$ cat config.mk
export PLATFORM = sky130hd
export DESIGN_NAME = wdg_top
export DESIGN_NICKNAME = d
export VERILOG_FILES = /design/src/rtl/wdg_pkg.sv /design/src/rtl/wdg_regs.sv /design/src/rtl/wdg_timebase.sv /design/src/rtl/wdg_core.sv /design/src/rtl/wdg_rstgen.sv /design/src/rtl/wdg_top.sv
export SDC_FILE = /design/constraint.sdc
export NUM_CORES = 1
export LEC_CHECK = 0
export BUFFER_PORTS_ARGS = -buffer_cell sky130_fd_sc_hd__buf_2
export CAP_MARGIN = 20
export CORE_ASPECT_RATIO = 0.75
export CORE_MARGIN = 4
export CORE_UTILIZATION = 55
export DETAILED_ROUTE_END_ITERATION = 6
export GPL_TIMING_DRIVEN = 0
export HOLD_SLACK_MARGIN = 0.06
export PLACE_DENSITY_LB_ADDON = 0.25
export SLEW_MARGIN = 30
export SYNTH_ARGS = -nofsm -noshare
export SYNTH_HDL_FRONTEND = slang
export SYNTH_SLANG_ARGS = --single-unit
export TNS_END_PERCENT = 100
$ cat constraint.sdc
create_clock -name clk -period 3.3 [get_ports clk]
set_clock_uncertainty 0.1 [all_clocks]
set_input_delay 0.165 -clock clk [delete_from_list [all_inputs] [get_ports clk]]
set_output_delay 0.165 -clock clk [all_outputs]
set_load 0.02 [all_outputs]
$ cat src/rtl/wdg_pkg.sv
package wdg_pkg;
    localparam int TOUT_W = 8;
    localparam int CNT_W  = TOUT_W + 1;

    localparam logic [3:0] A_CTRL = 4'h0;
    localparam logic [3:0] A_SVC  = 4'h2;
    localparam logic [3:0] A_STAT = 4'h4;
    localparam logic [3:0] A_ICTL = 4'h6;
    localparam logic [3:0] A_MISC = 4'h8;

    localparam logic [15:0] KEY_A = 16'h5555;
    localparam logic [15:0] KEY_B = 16'hAAAA;

    typedef struct packed {
        logic [TOUT_W-1:0] tout;
        logic              wda_n;
        logic              wre;
        logic              en;
        logic              susp;
        logic              armed;
        logic              ie;
        logic              ist;
        logic [TOUT_W-1:0] lead;
        logic              pdc_en;
        logic              sreq;
        logic              svc;
    } regs_t;
endpackage

$ cat src/rtl/wdg_regs.sv
module wdg_regs
    import wdg_pkg::*;
(
    input  logic              clk,
    input  logic              rst_n,
    input  logic              wr_en,
    input  logic [3:0]        addr,
    input  logic [15:0]       wdata,
    input  logic              pre_evt,
    input  logic              stat_tout,
    output logic [15:0]       rdata,
    output logic [TOUT_W-1:0] tout,
    output logic [TOUT_W-1:0] lead,
    output logic              wda_n,
    output logic              wre,
    output logic              en,
    output logic              susp,
    output logic              ie,
    output logic              ist,
    output logic              pdc_en,
    output logic              sreq,
    output logic              svc
);
    localparam regs_t REGS_RST = '{tout: '0, wda_n: 1'b1, wre: 1'b0, en: 1'b0,
                                   susp: 1'b0, armed: 1'b0, ie: 1'b0, ist: 1'b0,
                                   lead: '0, pdc_en: 1'b1, sreq: 1'b0, svc: 1'b0};

    regs_t r_d, r_q;

    always_comb begin
        r_d      = r_q;
        r_d.sreq = 1'b0;
        r_d.svc  = 1'b0;
        if (wr_en) begin
            case (addr)
                A_CTRL: begin
                    r_d.tout  = wdata[15:8];
                    r_d.wda_n = wdata[5];
                    r_d.wre   = wdata[3];
                    r_d.en    = r_q.en | wdata[2];
                    r_d.susp  = r_q.susp | wdata[0];
                    r_d.sreq  = ~wdata[4];
                end
                A_SVC: begin
                    r_d.svc   = r_q.armed && (wdata == KEY_B);
                    r_d.armed = (wdata == KEY_A);
                end
                A_ICTL: begin
                    r_d.ie   = wdata[15];
                    r_d.lead = wdata[7:0];
                    if (wdata[14]) r_d.ist = 1'b0;
                end
                A_MISC: r_d.pdc_en = r_q.pdc_en & wdata[0];
                default: ;
            endcase
        end
        if (pre_evt) r_d.ist = 1'b1;
    end

    always_ff @(posedge clk or negedge rst_n) begin
        if (!rst_n) r_q <= REGS_RST;
        else        r_q <= r_d;
    end

    always_comb begin
        case (addr)
            A_CTRL:  rdata = {r_q.tout, 2'b00, r_q.wda_n, 1'b1, r_q.wre, r_q.en, 1'b0, r_q.susp};
            A_STAT:  rdata = {14'd0, stat_tout, 1'b0};
            A_ICTL:  rdata = {r_q.ie, r_q.ist, 6'd0, r_q.lead};
            A_MISC:  rdata = {15'd0, r_q.pdc_en};
            default: rdata = 16'h0000;
        endcase
    end

    assign tout   = r_q.tout;
    assign lead   = r_q.lead;
    assign wda_n  = r_q.wda_n;
    assign wre    = r_q.wre;
    assign en     = r_q.en;
    assign susp   = r_q.susp;
    assign ie     = r_q.ie;
    assign ist    = r_q.ist;
    assign pdc_en = r_q.pdc_en;
    assign sreq   = r_q.sreq;
    assign svc    = r_q.svc;
endmodule

$ cat src/rtl/wdg_timebase.sv
module wdg_timebase #(
    parameter int TICKS_HALF = 16384
) (
    input  logic clk,
    input  logic rst_n,
    input  logic ref_clk,
    input  logic run,
    input  logic restart,
    output logic tick,
    output logic half_stb
);
    localparam int PRE_W = (TICKS_HALF > 1) ? $clog2(TICKS_HALF) : 1;

    typedef struct packed {
        logic [2:0]       sync;
        logic [PRE_W-1:0] pre;
    } tb_t;

    tb_t t_d, t_q;
    logic last;

    always_comb begin
        t_d      = t_q;
        t_d.sync = {t_q.sync[1:0], ref_clk};
        tick     = t_q.sync[1] & ~t_q.sync[2];
        last     = (t_q.pre == PRE_W'(TICKS_HALF - 1));
        half_stb = run & tick & last & ~restart;
        if (restart)          t_d.pre = '0;
        else if (run && tick) t_d.pre = last ? '0 : t_q.pre + 1'b1;
    end

    always_ff @(posedge clk or negedge rst_n) begin
        if (!rst_n) t_q <= '0;
        else        t_q <= t_d;
    end
endmodule

$ cat src/rtl/wdg_core.sv
module wdg_core
    import wdg_pkg::*;
#(
    parameter int PDC_TICKS = 262144
) (
    input  logic              clk,
    input  logic              rst_n,
    input  logic              tick,
    input  logic              half_stb,
    input  logic              en,
    input  logic              susp,
    input  logic              lp_mode,
    input  logic [TOUT_W-1:0] tout,
    input  logic [TOUT_W-1:0] lead,
    input  logic              svc,
    input  logic              pdc_en,
    output logic              run,
    output logic              restart,
    output logic [CNT_W-1:0]  cnt,
    output logic              expire,
    output logic              pre_evt,
    output logic              pdc_pulse
);
    localparam int PDC_W = (PDC_TICKS > 1) ? $clog2(PDC_TICKS) : 1;

    typedef struct packed {
        logic [CNT_W-1:0] cnt;
        logic             en_prev;
        logic [PDC_W-1:0] pdc;
        logic             pdc_done;
    } core_t;

    localparam core_t CORE_RST = '{cnt: CNT_W'(1), en_prev: 1'b0, pdc: '0, pdc_done: 1'b0};

    core_t c_d, c_q;
    logic [CNT_W-1:0] reload;

    always_comb begin
        c_d         = c_q;
        c_d.en_prev = en;
        run         = en & ~(susp & lp_mode);
        restart     = svc | (en & ~c_q.en_prev);
        reload      = {1'b0, tout} + CNT_W'(1);
        expire      = 1'b0;
        pre_evt     = 1'b0;
        pdc_pulse   = 1'b0;
        if (!en || restart) begin
            c_d.cnt = reload;
        end else if (half_stb) begin
            if (c_q.cnt == CNT_W'(1)) begin
                expire  = 1'b1;
                c_d.cnt = reload;
            end else begin
                c_d.cnt = c_q.cnt - 1'b1;
                pre_evt = ((c_q.cnt - 1'b1) == {1'b0, lead});
            end
        end
        if (tick && !c_q.pdc_done) begin
            if (c_q.pdc == PDC_W'(PDC_TICKS - 1)) begin
                c_d.pdc_done = 1'b1;
                pdc_pulse    = pdc_en;
            end else begin
                c_d.pdc = c_q.pdc + 1'b1;
            end
        end
    end

    always_ff @(posedge clk or negedge rst_n) begin
        if (!rst_n) c_q <= CORE_RST;
        else        c_q <= c_d;
    end

    assign cnt = c_q.cnt;
endmodule

$ cat src/rtl/wdg_rstgen.sv
module wdg_rstgen #(
    parameter int RST_HOLD = 4
) (
    input  logic clk,
    input  logic por_n,
    input  logic tick,
    input  logic expire,
    input  logic wre,
    input  logic sreq,
    input  logic pdc_pulse,
    input  logic wda_n,
    output logic int_rst_req,
    output logic ext_rst_n,
    output logic stat_tout
);
    localparam int HOLD_W = $clog2(RST_HOLD + 1);

    typedef struct packed {
        logic [HOLD_W-1:0] int_cnt;
        logic [HOLD_W-1:0] ext_cnt;
        logic              pend;
        logic              tflag;
        logic              pdc;
    } rg_t;

    rg_t g_d, g_q;

    always_comb begin
        g_d     = g_q;
        g_d.pdc = pdc_pulse;
        if (sreq) g_d.pend = 1'b1;
        if (tick) begin
            if (g_q.int_cnt != '0) g_d.int_cnt = g_q.int_cnt - 1'b1;
            if (g_q.ext_cnt != '0) g_d.ext_cnt = g_q.ext_cnt - 1'b1;
            if (g_q.pend) begin
                g_d.pend    = 1'b0;
                g_d.int_cnt = HOLD_W'(RST_HOLD);
                g_d.tflag   = 1'b0;
            end
        end
        if (expire) begin
            g_d.tflag = 1'b1;
            if (wre) g_d.ext_cnt = HOLD_W'(RST_HOLD);
            else     g_d.int_cnt = HOLD_W'(RST_HOLD);
        end
    end

    always_ff @(posedge clk or negedge por_n) begin
        if (!por_n) g_q <= '0;
        else        g_q <= g_d;
    end

    assign int_rst_req = (g_q.int_cnt != '0);
    assign ext_rst_n   = (g_q.ext_cnt == '0) & ~g_q.pdc & wda_n;
    assign stat_tout   = g_q.tflag;
endmodule

$ cat src/rtl/wdg_top.sv
module wdg_top
    import wdg_pkg::*;
#(
    parameter int TICKS_HALF = 16384,
    parameter int PDC_TICKS  = 262144,
    parameter int RST_HOLD   = 4
) (
    input  logic        clk,
    input  logic        por_n,
    input  logic        rst_n,
    input  logic        ref_clk,
    input  logic        lp_mode,
    input  logic        wr_en,
    input  logic [3:0]  addr,
    input  logic [15:0] wdata,
    output logic [15:0] rdata,
    output logic        irq,
    output logic        int_rst_req,
    output logic        ext_rst_n
);
    logic              sys_rst_n;
    logic [TOUT_W-1:0] tout, lead;
    logic              wda_n, wre, en, susp, ie, ist, pdc_en, sreq, svc;
    logic              tick, half_stb, run, restart;
    logic [CNT_W-1:0]  cnt;
    logic              expire, pre_evt, pdc_pulse, stat_tout;

    assign sys_rst_n = rst_n & por_n;

    wdg_regs u_regs (
        .clk(clk), .rst_n(sys_rst_n), .wr_en(wr_en), .addr(addr), .wdata(wdata),
        .pre_evt(pre_evt), .stat_tout(stat_tout), .rdata(rdata),
        .tout(tout), .lead(lead), .wda_n(wda_n), .wre(wre), .en(en), .susp(susp),
        .ie(ie), .ist(ist), .pdc_en(pdc_en), .sreq(sreq), .svc(svc)
    );

    wdg_timebase #(.TICKS_HALF(TICKS_HALF)) u_tb (
        .clk(clk), .rst_n(sys_rst_n), .ref_clk(ref_clk), .run(run),
        .restart(restart), .tick(tick), .half_stb(half_stb)
    );

    wdg_core #(.PDC_TICKS(PDC_TICKS)) u_core (
        .clk(clk), .rst_n(sys_rst_n), .tick(tick), .half_stb(half_stb), .en(en),
        .susp(susp), .lp_mode(lp_mode), .tout(tout), .lead(lead), .svc(svc),
        .pdc_en(pdc_en), .run(run), .restart(restart), .cnt(cnt),
        .expire(expire), .pre_evt(pre_evt), .pdc_pulse(pdc_pulse)
    );

    wdg_rstgen #(.RST_HOLD(RST_HOLD)) u_rg (
        .clk(clk), .por_n(por_n), .tick(tick), .expire(expire), .wre(wre),
        .sreq(sreq), .pdc_pulse(pdc_pulse), .wda_n(wda_n),
        .int_rst_req(int_rst_req), .ext_rst_n(ext_rst_n), .stat_tout(stat_tout)
    );

    assign irq = ie & ist;
endmodule


## Word level (Yosys, flattened, before mapping)

Cells that the tools add are included.

| word-level totals | value |
|---|---|
| input port bits | 26 |
| output and inout port bits | 19 |
| register bits after elaboration | 81 |
| logic and storage cells | 118 |

| cells by class | value |
|---|---|
| mux-type cells | 32 |
| eq/ne operators | 10 |
| bitwise gates (word level) | 22 |
| $add $sub $neg | 6 |
| reduce and logical (&&, ||, !) cells | 25 |

Operators by type and width:

| operator | count |
|---|---|
| 16-bit one-hot mux with 4 select lines | 1 |
| 14-bit 2-to-1 mux | 3 |
| 9-bit 2-to-1 mux | 4 |
| 18-bit by 1-bit adder with 18-bit output (second input constant) | 1 |
| 18-bit equality test (second input constant) | 1 |
| 16-bit by 15-bit equality test with 1-bit output (second input constant) | 1 |
| 16-bit equality test (second input constant) | 1 |
| 1-bit 2-to-1 mux | 15 |
| 3-bit 2-to-1 mux | 5 |
| 14-bit by 1-bit adder with 14-bit output (second input constant) | 1 |
| 14-bit equality test (second input constant) | 1 |
| 2-bit AND reduction | 7 |
| 2-bit nonzero test | 7 |
| 1-bit bitwise AND | 12 |
| 12-bit 2-to-1 mux | 1 |
| 8-bit by 1-bit adder with 9-bit output (second input constant) | 1 |
| 9-bit by 1-bit equality test with 1-bit output (second input constant) | 1 |
| 9-bit by 8-bit equality test with 1-bit output | 1 |
| 9-bit by 1-bit subtractor with 9-bit output (second input constant) | 1 |
| 4-bit by 3-bit equality test with 1-bit output (second input constant) | 2 |
| 8-bit 2-to-1 mux | 1 |
| 1-bit NOT | 7 |
| 6-bit 2-to-1 mux | 1 |
| 3-bit nonzero test | 2 |
| other kinds (11) | 17 |

## Longest topological paths before layout

Gate-level depths: netlist of the first run.

| depth | value |
|---|---|
| word-level depth | 10 |
| mapped depth | 8 |
| mapped depth without buffers | 7 |

## By module

Synthesis of the first run repeated with hierarchy kept, for this count alone.

| second synthesis, totals | value |
|---|---|
| cell total of the unflattened synthesis | 471 |
| area total of the unflattened synthesis | 4,782.1 um2 |

By module, submodules not included:

| module | times used | area each (um2) | cells each | seq. area each (um2) |
|---|---|---|---|---|
| wdg_core | 1 | 1,969.4 | 216 | 726.9 |
| wdg_regs | 1 | 1,406.3 | 114 | 653.1 |
| wdg_timebase | 1 | 928.4 | 92 | 425.4 |
| wdg_rstgen | 1 | 465.4 | 47 | 225.2 |
| wdg_top | 1 | 12.5 | 2 | 0.0 |

## Worst setup path before layout of the first run

OpenSTA, ideal clock, no wires.

| timing path | value |
|---|---|
| path kind | register to register |
| start point | register u_core.c_q (netlist bit u_core.cnt[0]) |
| end point | register u_regs.r_q (netlist bit u_regs.ist) |
| path buffers | 0 |
| data required time | 3.105 ns |
| clock period less this slack | 2.238 ns |
| library setup time | 0.095 ns |
| setup slack | 1.062 ns |
| data arrival time | 2.042 ns |
| stages on the path, launching flop included | 8 |
| path through | dfstp_2 > inv_1 > ha_1 > o21ba_2 > a221oi_1 > a31oi_1 > or4b_1 > o31ai_1 |

| between the ends | value |
|---|---|
| longest elaborated chain between the ends | 7 |
| elaborated cells on any way between the ends | 11 |
| those cells by class | 1 x add/sub; 2 x eq/ne; 4 x mux; 4 x reduce/logical |

Ends and longest elaborated chain:

| element | RTL line | RTL |
|---|---|---|
| from (decl) | wdg_core.sv:35 | `core_t c_d, c_q;` |
| from (signal assigned) | wdg_core.sv:69 | `if (!rst_n) c_q <= CORE_RST;` |
| from (signal assigned) | wdg_core.sv:70 | `else c_q <= c_d;` |
| 9-bit by 1-bit subtractor with 9-bit output | wdg_core.sv:55 | `pre_evt = ((c_q.cnt - 1'b1) == {1'b0, lead});` |
| 9-bit by 8-bit equality test with 1-bit output | wdg_core.sv:55 |  |
| 1-bit 2-to-1 mux (*) | wdg_core.sv:50 | `if (c_q.cnt == CNT_W'(1)) begin` |
| 1-bit 2-to-1 mux (*) | wdg_core.sv:49 | `end else if (half_stb) begin` |
| 1-bit 2-to-1 mux (*) | wdg_core.sv:47 | `if (!en \|\| restart) begin` |
| 2-bit nonzero test (no source line) | n/a |  |
| 3-bit AND reduction (no source line) | n/a |  |
| to (signal assigned) | wdg_regs.sv:62 | `else r_q <= r_d;` |
| to (decl) | wdg_regs.sv:28 | `regs_t r_d, r_q;` |

Every way passes the cells marked *; elsewhere a longest branch is shown, timed or not.
A chain may end at the register's enable or synchronous reset.

==> out/metrics.yaml, run 1 <==
power:
  switchingPower_w: 0.001112
  peakVddDrop_mv: 0.4524
  p_int_w: 0.002011
  p_seq_share_pct: 45.8
  p_sw_share_pct: 35.60
  power_frac_clock_pct: 24.4
  combPwrFrac_pct: 29.8
  power_leakage_nw: 2.289
  powerDensity_mw_per_mm2: 607.2
placed_design:
  place_inst: 575
  dp_hpwl_mm: 7.511
  port_buffers: 44
  place_congestion: 0.8611
synthesis:
  synth.top_cell.area_share_pct: 45.19
  synth_edf_count: 0
  synth.ff_latch_count: 81
  syn_inst: 429
  synth_area_leaders: "dfrtp_1 (45%), xnor2_1 (5.9%), mux2_2 (5.2%)"
  synth.net_count: 464
  synth_seq_area_share_pct: 47.02
  ys.flop_type: "dfrtp_1"
  yosys.area.top_type: "dfrtp_1"
  yosysUniqueCellTypes: 55
  synth.avg_cell_area_sq_um: 10.07
  ys_async_sr_fraction_pct: 100.0
  synth_warnings: 0
  syn-cell-area_sq_mm: 0.004319
route:
  drc: 0
  drt-total-wl_mm: 10.57
  drt_first_pass_iters: 5
  viasPerCell: 5.959
  vias: 3659
  drtAntennaViolNets: 0
  first_iter_violations: 270
  wl_per_cell_um: 17.22
floorplan:
  die_h_um: 84.75
  io-pin-count: 45
  die-area_sq_mm: 0.009349
  die_w_um: 110.3
  start_util_pct: 57.59
  core_sq_mm: 0.007500
  fp-row-count: 27
sta:
  tightest_slew_ps: 846.9
  fmaxAchievable_mhz: 364.3
  finalHoldViolations: 0
  max_slew_margin_pct: 42.75
  maxSlewViolCount: 0
  period_needed_ps: 2745
  finalCritPeriodShare_pct: 83.18
  rsz0062_at_grt: "no"
  setup_viol: 0
global_routing:
  use_met1_pct: 37.21
  overflow: 0
  grt_pass1_vias: 3687
  grt_first_pass_wirelength_mm: 18.25
  grt_max_degree: 49
  track_usage_pct: 24.99
  grt_busiest_layer: "met1"
  use_met2_pct: 36.45
  grtUsageMet3_pct: 5.765
  antenna_found_initial: 0
worst_setup_path:
  start_kind: "register"
  arrival_ps: 2890
  path_max_fanout: 10
  worstSetupPathType: "register to register"
  crit_chain: "ha_1 -> nand4_1 -> nor4_1 -> buf_2 -> nor4b_1 -> a22o_1 -> a211oi_1"
  cp.required_ps: 3440
  max_stage_delay_ps: 720
  worstRegToRegCells: 7
  cpMaxStageDelayCell: "nor4b_1"
  worstSetupEndpointType: "register"
cts:
  ctsResizeCount: 0
  cts_setup_buffers: 0
  cts_root_buf: "clkbuf_8"
  cts_buffers: 9
  cts_sinks: 81
  clk_latency_ps: 360
  cts_tree: "yes"
  clk_pin_slew_worst_paths_ps: 90
  htree_levels: 3
  max-clock-path-buffers: 2
  hold_buffers: 23
cells_and_area:
  diodes: 0
  syn2layout_area_growth_pct: 19.06
  fin_cells: 614
  final_cell_mix: "dfrtp_1 (78), buf_2 (46), nand2_1 (32)"
  final_common_cell: "dfrtp_1"
  post-route-util_pct: 68.57
  nFillCells: 605
  final_layout_size_suffix_gt1_share_pct: 18.91
  final_net_count: 543
worst_hold_path:
  hp-class: "primary input to asynchronous set/reset pin"
run:
  max-cap-violations: 0
run_status:
  outcome: "complete, no violations"
[cells in the mapped netlist (3+ instances only)]
cell type,count
nor2_1,26
a21oi_1,12
a211oi_1,3
mux2i_1,3
nor3b_1,3
nor4_1,8
nand2b_1,3
xor2_1,11
a22o_1,8
nand4_1,13
dfrtp_1,78
o21ai_0,20
a21o_1,4
nor4bb_1,4
o22ai_1,3
nand3_1,23
ha_1,9
a31o_2,3
mux2_2,20
and3_1,10
and2_1,13
xnor2_1,29
nor3_1,15
a31oi_1,5
inv_1,16
nand2_1,32
dfstp_2,3
or3_1,7
clkbuf_1,8
[area by class of cell]
type	count	area [sq um]	area share (%)
clock buffer	10	137.6	2.676
clock inverter	6	73.82	1.436
sequential	81	2031	39.49
tap	101	126.4	2.457
buffer	11	51.30	0.9976
multi-input combinational	321	2185	42.48
inverter	16	60.06	1.168
timing repair buffer	68	478.0	9.294
[kinds of logic (layout without fill, tap and decap cells)]
| group | Yosys count | after routing | share of synthesized area, % |
|---|---|---|---|
| mux | 23 | 23 | 5.910 |
| xor+xnor | 40 | 40 | 8.111 |
| fa+ha+maj | 9 | 9 | 2.607 |
| compound gates | 77 | 77 | 12.08 |
| buf+inv | 27 | 111 | 2.578 |
| flops | 81 | 81 | 47.02 |
| simple gates | 172 | 172 | 21.70 |
[metrics by stage]
step	setup TNS, ps	hold WS (ps)	instance area (sq um)	power (W)	setup WS, ps
3_3_place_gp	-29270	-68.57	4666	0.002267	-427.8
4_1_cts	0	67.43	5137	0.003133	636.1
3_5_place_dp	0	-65.24	4696	0.002336	635.1
5_1_grt	0	102.2	5142	0.003323	365.7
2_1_floorplan	0	-230.6	4319	0.002061	815.5
6_report	0	85.44	5142	0.003123	555.1
[power groups by stage]
| stage | clock [W] | sequential (W) | combinational, W |
|---|---|---|---|
| after floorplan | 0 | 0.00136 | 0.000696 |
| after global placement | 0 | 0.00143 | 0.000841 |
| after detailed placement | 0 | 0.00144 | 0.000894 |
| after CTS | 0.000786 | 0.00142 | 0.000923 |
| after global routing | 0.000830 | 0.00146 | 0.00103 |
| final | 0.000762 | 0.00143 | 0.000930 |
[sequential cells by signal, indices dropped and copies added, names as in the netlist]
register	count
u_core.c_q	20
u_core.cnt	9
u_regs.en	1
u_regs.ie	1
u_regs.ist	1
u_regs.lead	8
u_regs.pdc_en	1
u_regs.r_q	1
u_regs.sreq	1
u_regs.susp	1
u_regs.svc	1
u_regs.tout	8
u_regs.wda_n	1
u_regs.wre	1
u_rg.g_q	8
u_rg.stat_tout	1
u_tb.t_d	2
u_tb.t_q	15
[final timing paths]
check                             start             end  slack (ps)
min                               por_n     u_rg.g_q[0]          90
max                         u_tb.t_q[0]     u_rg.g_q[7]         560
max in group asynchronous         por_n   u_core.cnt[0]        2000
max reg2reg                 u_tb.t_q[0]     u_rg.g_q[7]         560
min in group clk                addr[2]  u_regs.r_q[13]         110
min reg2reg                u_tb.t_d[15]    u_tb.t_d[16]         280
[critical path: cells and delay by family (launching register included)]
kind            cells  cell delay (ps)
simple gates        3             1200
flops               1              430
compound gates      2              360
buf+inv             1              280
fa+ha+maj           1              260
[per-layer routing]
layer / share of wire, % / vias up
li1: - / 1717
met1: 47 / 1779
met2: 44 / 141
met3: 6.8 / 22
met4: 1.9 / 0
met5: 0 / -
No activity file was read; power rests on OpenSTA's default activity.
==> run 2: changes to the inputs <==
--- a/config.mk
+++ b/config.mk
@@ -9,7 +9,7 @@
 export CAP_MARGIN = 20
 export CORE_ASPECT_RATIO = 0.75
 export CORE_MARGIN = 4
-export CORE_UTILIZATION = 55
+export CORE_UTILIZATION = 53
 export DETAILED_ROUTE_END_ITERATION = 6
 export GPL_TIMING_DRIVEN = 0
 export HOLD_SLACK_MARGIN = 0.06
==> constraint.sdc (replaced) <==
create_clock -name clk -period 2.5 [get_ports clk]
set_clock_uncertainty 0.1 [all_clocks]
set_input_delay 0.125 -clock clk [delete_from_list [all_inputs] [get_ports clk]]
set_output_delay 0.125 -clock clk [all_outputs]
set_load 0.02 [all_outputs]
==> run 2 against run 1 <==
  * Sequential power rose by 31%
  * Global-route usage decreased by 2.6 points
  * Worst setup slack got worse by 440 ps
  * Routed wire length is 2.0% lower
  * Die area up 3.5%
  * Clock power is 52% higher
  * Register-to-register slack got worse by 430 ps
  * Critical path type is now primary input to output port
  * Utilization down 2.6 points
  * Via count decreased by 1.2%
  * Largest cell class unchanged
  * Final area up 1.5%
  * Flip-flop and latch count is the same
==> out/metrics.yaml, run 2 (synthesized netlist as in run 1, its figures left out) <==
run_status:
  outcome: "complete, no violations"
power:
  p_total_w: 0.004290  # +37%
  peakVddDrop_mv: 0.5377  # +19%
  power_leakage_nw: 2.320  # +1.4%
  powerDensity_mw_per_mm2: 821.5  # +35%
worst_setup_path:
  max_stage_delay_ps: 540  # -180 ps
  crit_end: "rdata[14]"
  cpMaxStageDelayCell: "dlygate4sd3_1"
  worstSetupEndpointType: "output port"
  cp.required_ps: 2280  # -1160 ps
  timing.rr.start: "u_core.cnt[1]"
  worstRegToRegCells: 7  # unchanged
  cpMostUsedCell: "buf_2"
  r2r-end: "u_regs.ist"
  crit_chain: "dlygate4sd3_1 -> buf_2 -> or3_1 -> nor2_2 -> clkbuf_1 -> a22o_1 -> buf_2"
  cp-startpoint: "addr[2]"
  start_kind: "primary input"
  arrival_ps: 2160  # -730 ps
  path_max_fanout: 10  # unchanged
  rrSetupSlack_ps: 130  # -430 ps
  worstSetupPathType: "primary input to output port"
floorplan:
  die_h_um: 86.18  # +1.7%
  core_sq_mm: 0.007918  # +5.6%
  die-area_sq_mm: 0.009673  # +3.5%
  die_w_um: 112.2  # +1.7%
  start_util_pct: 54.55  # -3.0 points
  io-pin-count: 45  # unchanged
  fp-row-count: 28  # +3.7%
cells_and_area:
  final_cell_mix: "dfrtp_1 (78), buf_2 (46), nand2_1 (32)"
  syn2layout_area_growth_pct: 20.89
  final_common_cell: "dfrtp_1"
  largest_reg_flops: 20  # unchanged
  diodes: 0  # unchanged
  top_register: "u_core.c_q"
  finish.instance_area_sq_mm: 0.005221  # +1.5%
  final_layout_size_suffix_gt1_share_pct: 19.81  # +0.90 points
  final_net_count: 545  # +0.37%
  post-route-util_pct: 65.95  # -2.6 points
  seq_area_sq_mm: 0.002031  # unchanged
  multi_input_area_sq_mm: 0.002217  # +1.5%
  nFillCells: 624  # +3.1%
  fin_cells: 620  # +0.98%
placed_design:
  dp_hpwl_mm: 7.228  # -3.8%
  place_congestion: 0.8739  # +1.5%
  place_inst: 579  # +0.70%
  port_buffers: 44  # unchanged
  placed_cell_area_sq_mm: 0.004698  # about the same
global_routing:
  grt_first_pass_wirelength_mm: 17.39  # -4.7%
  grt_pass1_vias: 3497  # -5.2%
  grt_max_degree: 40  # -18%
  antenna_found_initial: 0  # unchanged
  overflow: 0  # unchanged
  track_usage_pct: 22.43  # -2.6 points
sta:
  period_needed_ps: 2389
  finalHoldViolations: 0  # unchanged
  max_slew_margin_pct: 45.07  # +2.3 points
  maxSlewViolCount: 0  # unchanged
  setup_viol: 0  # unchanged
  fmaxAchievable_mhz: 418.6
  setup_tns_ps: 0  # unchanged
  tightest_slew_ps: 821.0  # -25.91 ps
  rsz0062_at_grt: "no"
  finalCritPeriodShare_pct: 95.55
route:
  viasPerCell: 5.832  # -2.1%
  first_iter_violations: 187  # -31%
  drtAntennaViolNets: 0  # unchanged
  wl_per_cell_um: 16.70  # -3.0%
  vias: 3616  # -1.2%
  drc: 0  # unchanged
  drt-total-wl_mm: 10.36  # -2.0%
  drt_first_pass_iters: 5  # unchanged
run:
  max-cap-violations: 0  # unchanged
cts:
  max-clock-path-buffers: 2  # unchanged
  clk_pin_slew_worst_paths_ps: 80  # about the same
  htree_levels: 3  # unchanged
  cts_root_buf: "clkbuf_8"
  cts_sinks: 81  # unchanged
  clk_latency_ps: 350  # about the same
  cts_tree: "yes"
  cts_buffers: 9  # unchanged
worst_hold_path:
  holdPathStages: 3
  hp-class: "primary input to register"
[run 2: stage by stage]
step | hold slack (ps) | setup WS (ps)
after detailed placement | -107.3 | -37.10
after global routing | 168.3 | 2.776
after floorplan | -270.6 | 55.52
after CTS | 96.81 | 36.87
after global placement | -108.6 | -1209
final | 145.8 | 111.2
[run 2: what timing repair did]
action | in CTS | in global routing
setup endpoints to repair | 7 | 16
endpoints found under the hold margin | 68 | 0
cloned | 0 | 0
resized for setup | 1 | 5
hold buffers | 24 | 0
setup buffers | 1 | 0
[run 2: worst max-delay path: cells and delay by family]
kind,cells,cell delay [ps]
buffers and inverters,4,1190
and+or+nand+nor,2,650
AOI/OAI and AO/OA,1,200
[run 2: worst min path at each step]
stage | from | slack, ps | to
finish | addr[3] | 150 | u_regs.r_q[13]
global route | addr[3] | 170 | u_regs.r_q[13]
CTS | addr[3] | 100 | u_regs.r_q[13]
detailed placement | por_n | -110 | u_rg.g_q[6]
global placement | por_n | -110 | u_rg.g_q[6]
floorplan | por_n | -270 | u_rg.g_q[0]
[run 2: report_power, final]
part,internal (W),switching [W],total (W),leakage [nW]
Sequential,0.00157,0.000308,0.00188,1.05
Combinational,0.000588,0.000659,0.00125,1.15
Clock,0.000671,0.000490,0.00116,0.117
Total,0.00283,0.00146,0.00429,2.32
[run 2: cell type report]
class / count / share of cell area, %
clock inverters: 6 / 2.205
well taps: 105 / 2.516
inverters: 16 / 1.150
clock buffers: 10 / 2.444
plain buffers: 11 / 0.9825
flip-flops and latches: 81 / 38.89
repair buffers: 70 / 9.346
multi-input cells: 321 / 42.46
[run 2: routing by layer]
metal	up-vias	GRT usage (%)	routed length, um
met2	100	34.07	4601
met5	-	0	0
li1	1733	-	-
met3	16	4.396	526
met4	0	6.332	161
met1	1767	33.08	5067
==> run 3: changes to the inputs <==
--- a/config.mk
+++ b/config.mk
@@ -8,7 +8,7 @@
 export BUFFER_PORTS_ARGS = -buffer_cell sky130_fd_sc_hd__buf_2
 export CAP_MARGIN = 20
 export CORE_ASPECT_RATIO = 0.75
-export CORE_MARGIN = 4
+export CORE_MARGIN = 2
 export CORE_UTILIZATION = 53
 export DETAILED_ROUTE_END_ITERATION = 6
 export GPL_TIMING_DRIVEN = 0
==> run 3 against run 2 <==
  * Critical path depth unchanged
  * Hold slack got worse by 31 ps
  * First-iteration DRC count rose by 49%
  * Routed wire length hardly changed
  * Cell count rose by 0.32%
  * Fmax fell by 2.9%
  * Global-route usage up 2.7 points
  * Largest cell class unchanged
  * Highest routed layer unchanged
==> out/metrics.yaml, run 3 (synthesized netlist as in run 1, its figures left out) <==
worst_hold_path:
  hp-class: "primary input to register"
  min_from: "addr[3]"
cts:
  cts_root_buf: "clkbuf_8"
  htree_levels: 3  # unchanged
  clk_pin_slew_worst_paths_ps: 90  # about the same
  max-clock-path-buffers: 2  # unchanged
  cts_buffers: 9  # unchanged
  cts_sinks: 81  # unchanged
  cts_tree: "yes"
  clk_latency_ps: 370  # +20 ps
worst_setup_path:
  worstSetupEndpointType: "register"
  cp-startpoint: "wdata[10]"
  critPathTopFamily: "buffers and inverters"
  path_max_fanout: 3  # -7
  arrival_ps: 2670  # +510 ps
  cpMaxStageDelayCell: "dlygate4sd3_1"
  cp.required_ps: 2710  # +430 ps
  max_stage_delay_ps: 580  # +40 ps
  timing.critical_path.buf_inv: 3  # -1
  worstSetupPathType: "primary input to register"
  cpMostUsedCell: "dlygate4sd3_1"
  crit_chain: "dlygate4sd3_1 -> buf_2 -> nor4bb_2 -> nand4_1 -> or4_1 -> nor4_2 -> dlygate4sd3_1"
  start_kind: "primary input"
  timing.rr.start: "u_tb.t_q[0]"
global_routing:
  overflow: 0  # unchanged
  grt_pass1_vias: 3338  # -4.5%
  grt_first_pass_wirelength_mm: 16.85  # -3.1%
  antenna_found_initial: 0  # unchanged
  grt_max_degree: 45  # +13%
  track_usage_pct: 25.09  # +2.7 points
sta:
  finalCritPeriodShare_pct: 98.45  # +2.9 points
  fmaxAchievable_mhz: 406.3  # -2.9%
  max_slew_margin_pct: 44.72  # -0.35 points
  period_needed_ps: 2461  # +72.39 ps
  holdWs_ps: 114.9  # -30.88 ps
  finalHoldViolations: 0  # unchanged
  setup_viol: 0  # unchanged
  tightest_slew_ps: 826.1  # +5.166 ps
  maxSlewViolCount: 0  # unchanged
floorplan:
  die_h_um: 82.18  # -4.6%
  die-area_sq_mm: 0.008895  # -8.0%
  core_sq_mm: 0.007883  # -0.44%
  fp-row-count: 28  # unchanged
  io-pin-count: 45  # unchanged
  start_util_pct: 54.79  # +0.24 points
  die_w_um: 108.2  # -3.6%
placed_design:
  dp_hpwl_mm: 7.120  # -1.5%
  port_buffers: 44  # unchanged
  placed_cell_area_sq_mm: 0.004701  # about the same
  place_congestion: 0.8515  # -2.6%
cells_and_area:
  final_layout_size_suffix_gt1_share_pct: 20.70  # +0.89 points
  top_register: "u_core.c_q"
  final_cell_mix: "dfrtp_1 (78), buf_2 (45), nand2_1 (32)"
  final_net_count: 547  # +0.37%
  largest_reg_flops: 20  # unchanged
  syn2layout_area_growth_pct: 21.47
  diodes: 0  # unchanged
  finish.instance_area_sq_mm: 0.005246  # +0.48%
  final_common_cell: "dfrtp_1"
route:
  wl_met3_um: 636  # +21%
  drt_first_pass_iters: 4  # -1
  topRoutingLayerUsed: "met4"
  wl_met2_mm: 4.517  # -1.8%
  drc: 0  # unchanged
  vias: 3643  # +0.75%
  wl_per_cell_um: 16.64  # -0.37%
  met1_length_mm: 5.097  # +0.59%
  drt-total-wl_mm: 10.35  # about the same
  viasPerCell: 5.857  # +0.42%
  drtAntennaViolNets: 0  # unchanged
  first_iter_violations: 279  # +49%
power:
  peakVddDrop_mv: 0.7619  # +42%
  power_leakage_nw: 2.326  # +0.25%
  powerDensity_mw_per_mm2: 801.9  # -2.4%
  switchingPower_w: 0.001488  # +2.1%
  p_seq_share_pct: 44.8  # +0.9 points
  p_total_w: 0.004207  # -1.9%
  combPwrFrac_pct: 30.9  # +1.8 points
  p_int_w: 0.002720  # -4.0%
  p_sw_share_pct: 35.36  # +1.4 points
  power_frac_clock_pct: 24.3  # -2.8 points
run_status:
  outcome: "complete, no violations"
run:
  max-cap-violations: 0  # unchanged
[run 3: repair_timing]
action | CTS | global route
endpoints found under the hold margin | 64 | 0
setup endpoints to repair | 6 | 21
hold buffers | 25 | 0
buffers inserted | 0 | 2
resized for setup | 1 | 10
cloned | 0 | 0
[run 3: power by group through the flow]
stage / clock [W] / combinational [W] / sequential (W)
floorplan: 0 / 0.000919 / 0.00180
global placement: 0 / 0.00111 / 0.00188
detailed placement: 0 / 0.00117 / 0.00190
CTS: 0.00105 / 0.00121 / 0.00187
global route: 0.00110 / 0.00144 / 0.00193
finish: 0.00102 / 0.00130 / 0.00189
[run 3: metrics by stage]
step	worst slack, ps	instances	setup TNS (ps)	utilization [%]
floorplan	55.52	429	0	-
global placement	-1172	578	-82040	59.25
detailed placement	-73.78	579	-373.0	59.63
CTS	25.30	620	0	65.59
global route	-16.70	622	-16.70	66.56
finish	38.81	622	0	66.56
[run 3: path summary, 6_finish.rpt]
| kind | end | slack [ps] | depth (start not counted) |
|---|---|---|---|
| min in group asynchronous | u_core.c_q[2] | 250 | 3 |
| max in group asynchronous | u_rg.g_q[5] | 1330 | 3 |
| setup / recovery | u_regs.svc | 40 | 7 |
| setup reg to reg | u_core.cnt[3] | 160 | 8 |
| hold / removal | u_regs.r_q[13] | 110 | 3 |
| hold reg to reg | u_tb.t_d[16] | 250 | 0 |
[run 3: worst reg2reg max path, stage by stage (launching register included)]
cell      delay [ps]
dfrtp_1          420
ha_1             250
nand4_1          210
nor4_2           240
clkbuf_4         270
a31o_2           170
buf_2            210
o21ai_0          120
a22o_1           250
[run 3: per-layer routing]
metal / vias to the layer above / track usage [%]
li1: 1742 / -
met1: 1785 / 36.56
met2: 107 / 37.23
met3: 9 / 7.378
met4: 0 / 5.641
met5: - / 0
[run 3: final cells by class]
cell class                 instances  area [sq um]
sequential                        81          2031
inverter                          16         60.06
multi-input combinational        321          2245
timing repair buffer              72         513.0
fill                             600          2636
clock inverter                     5         61.31
buffer                            11         53.80
clock buffer                      11         151.4
tap                              105         131.4
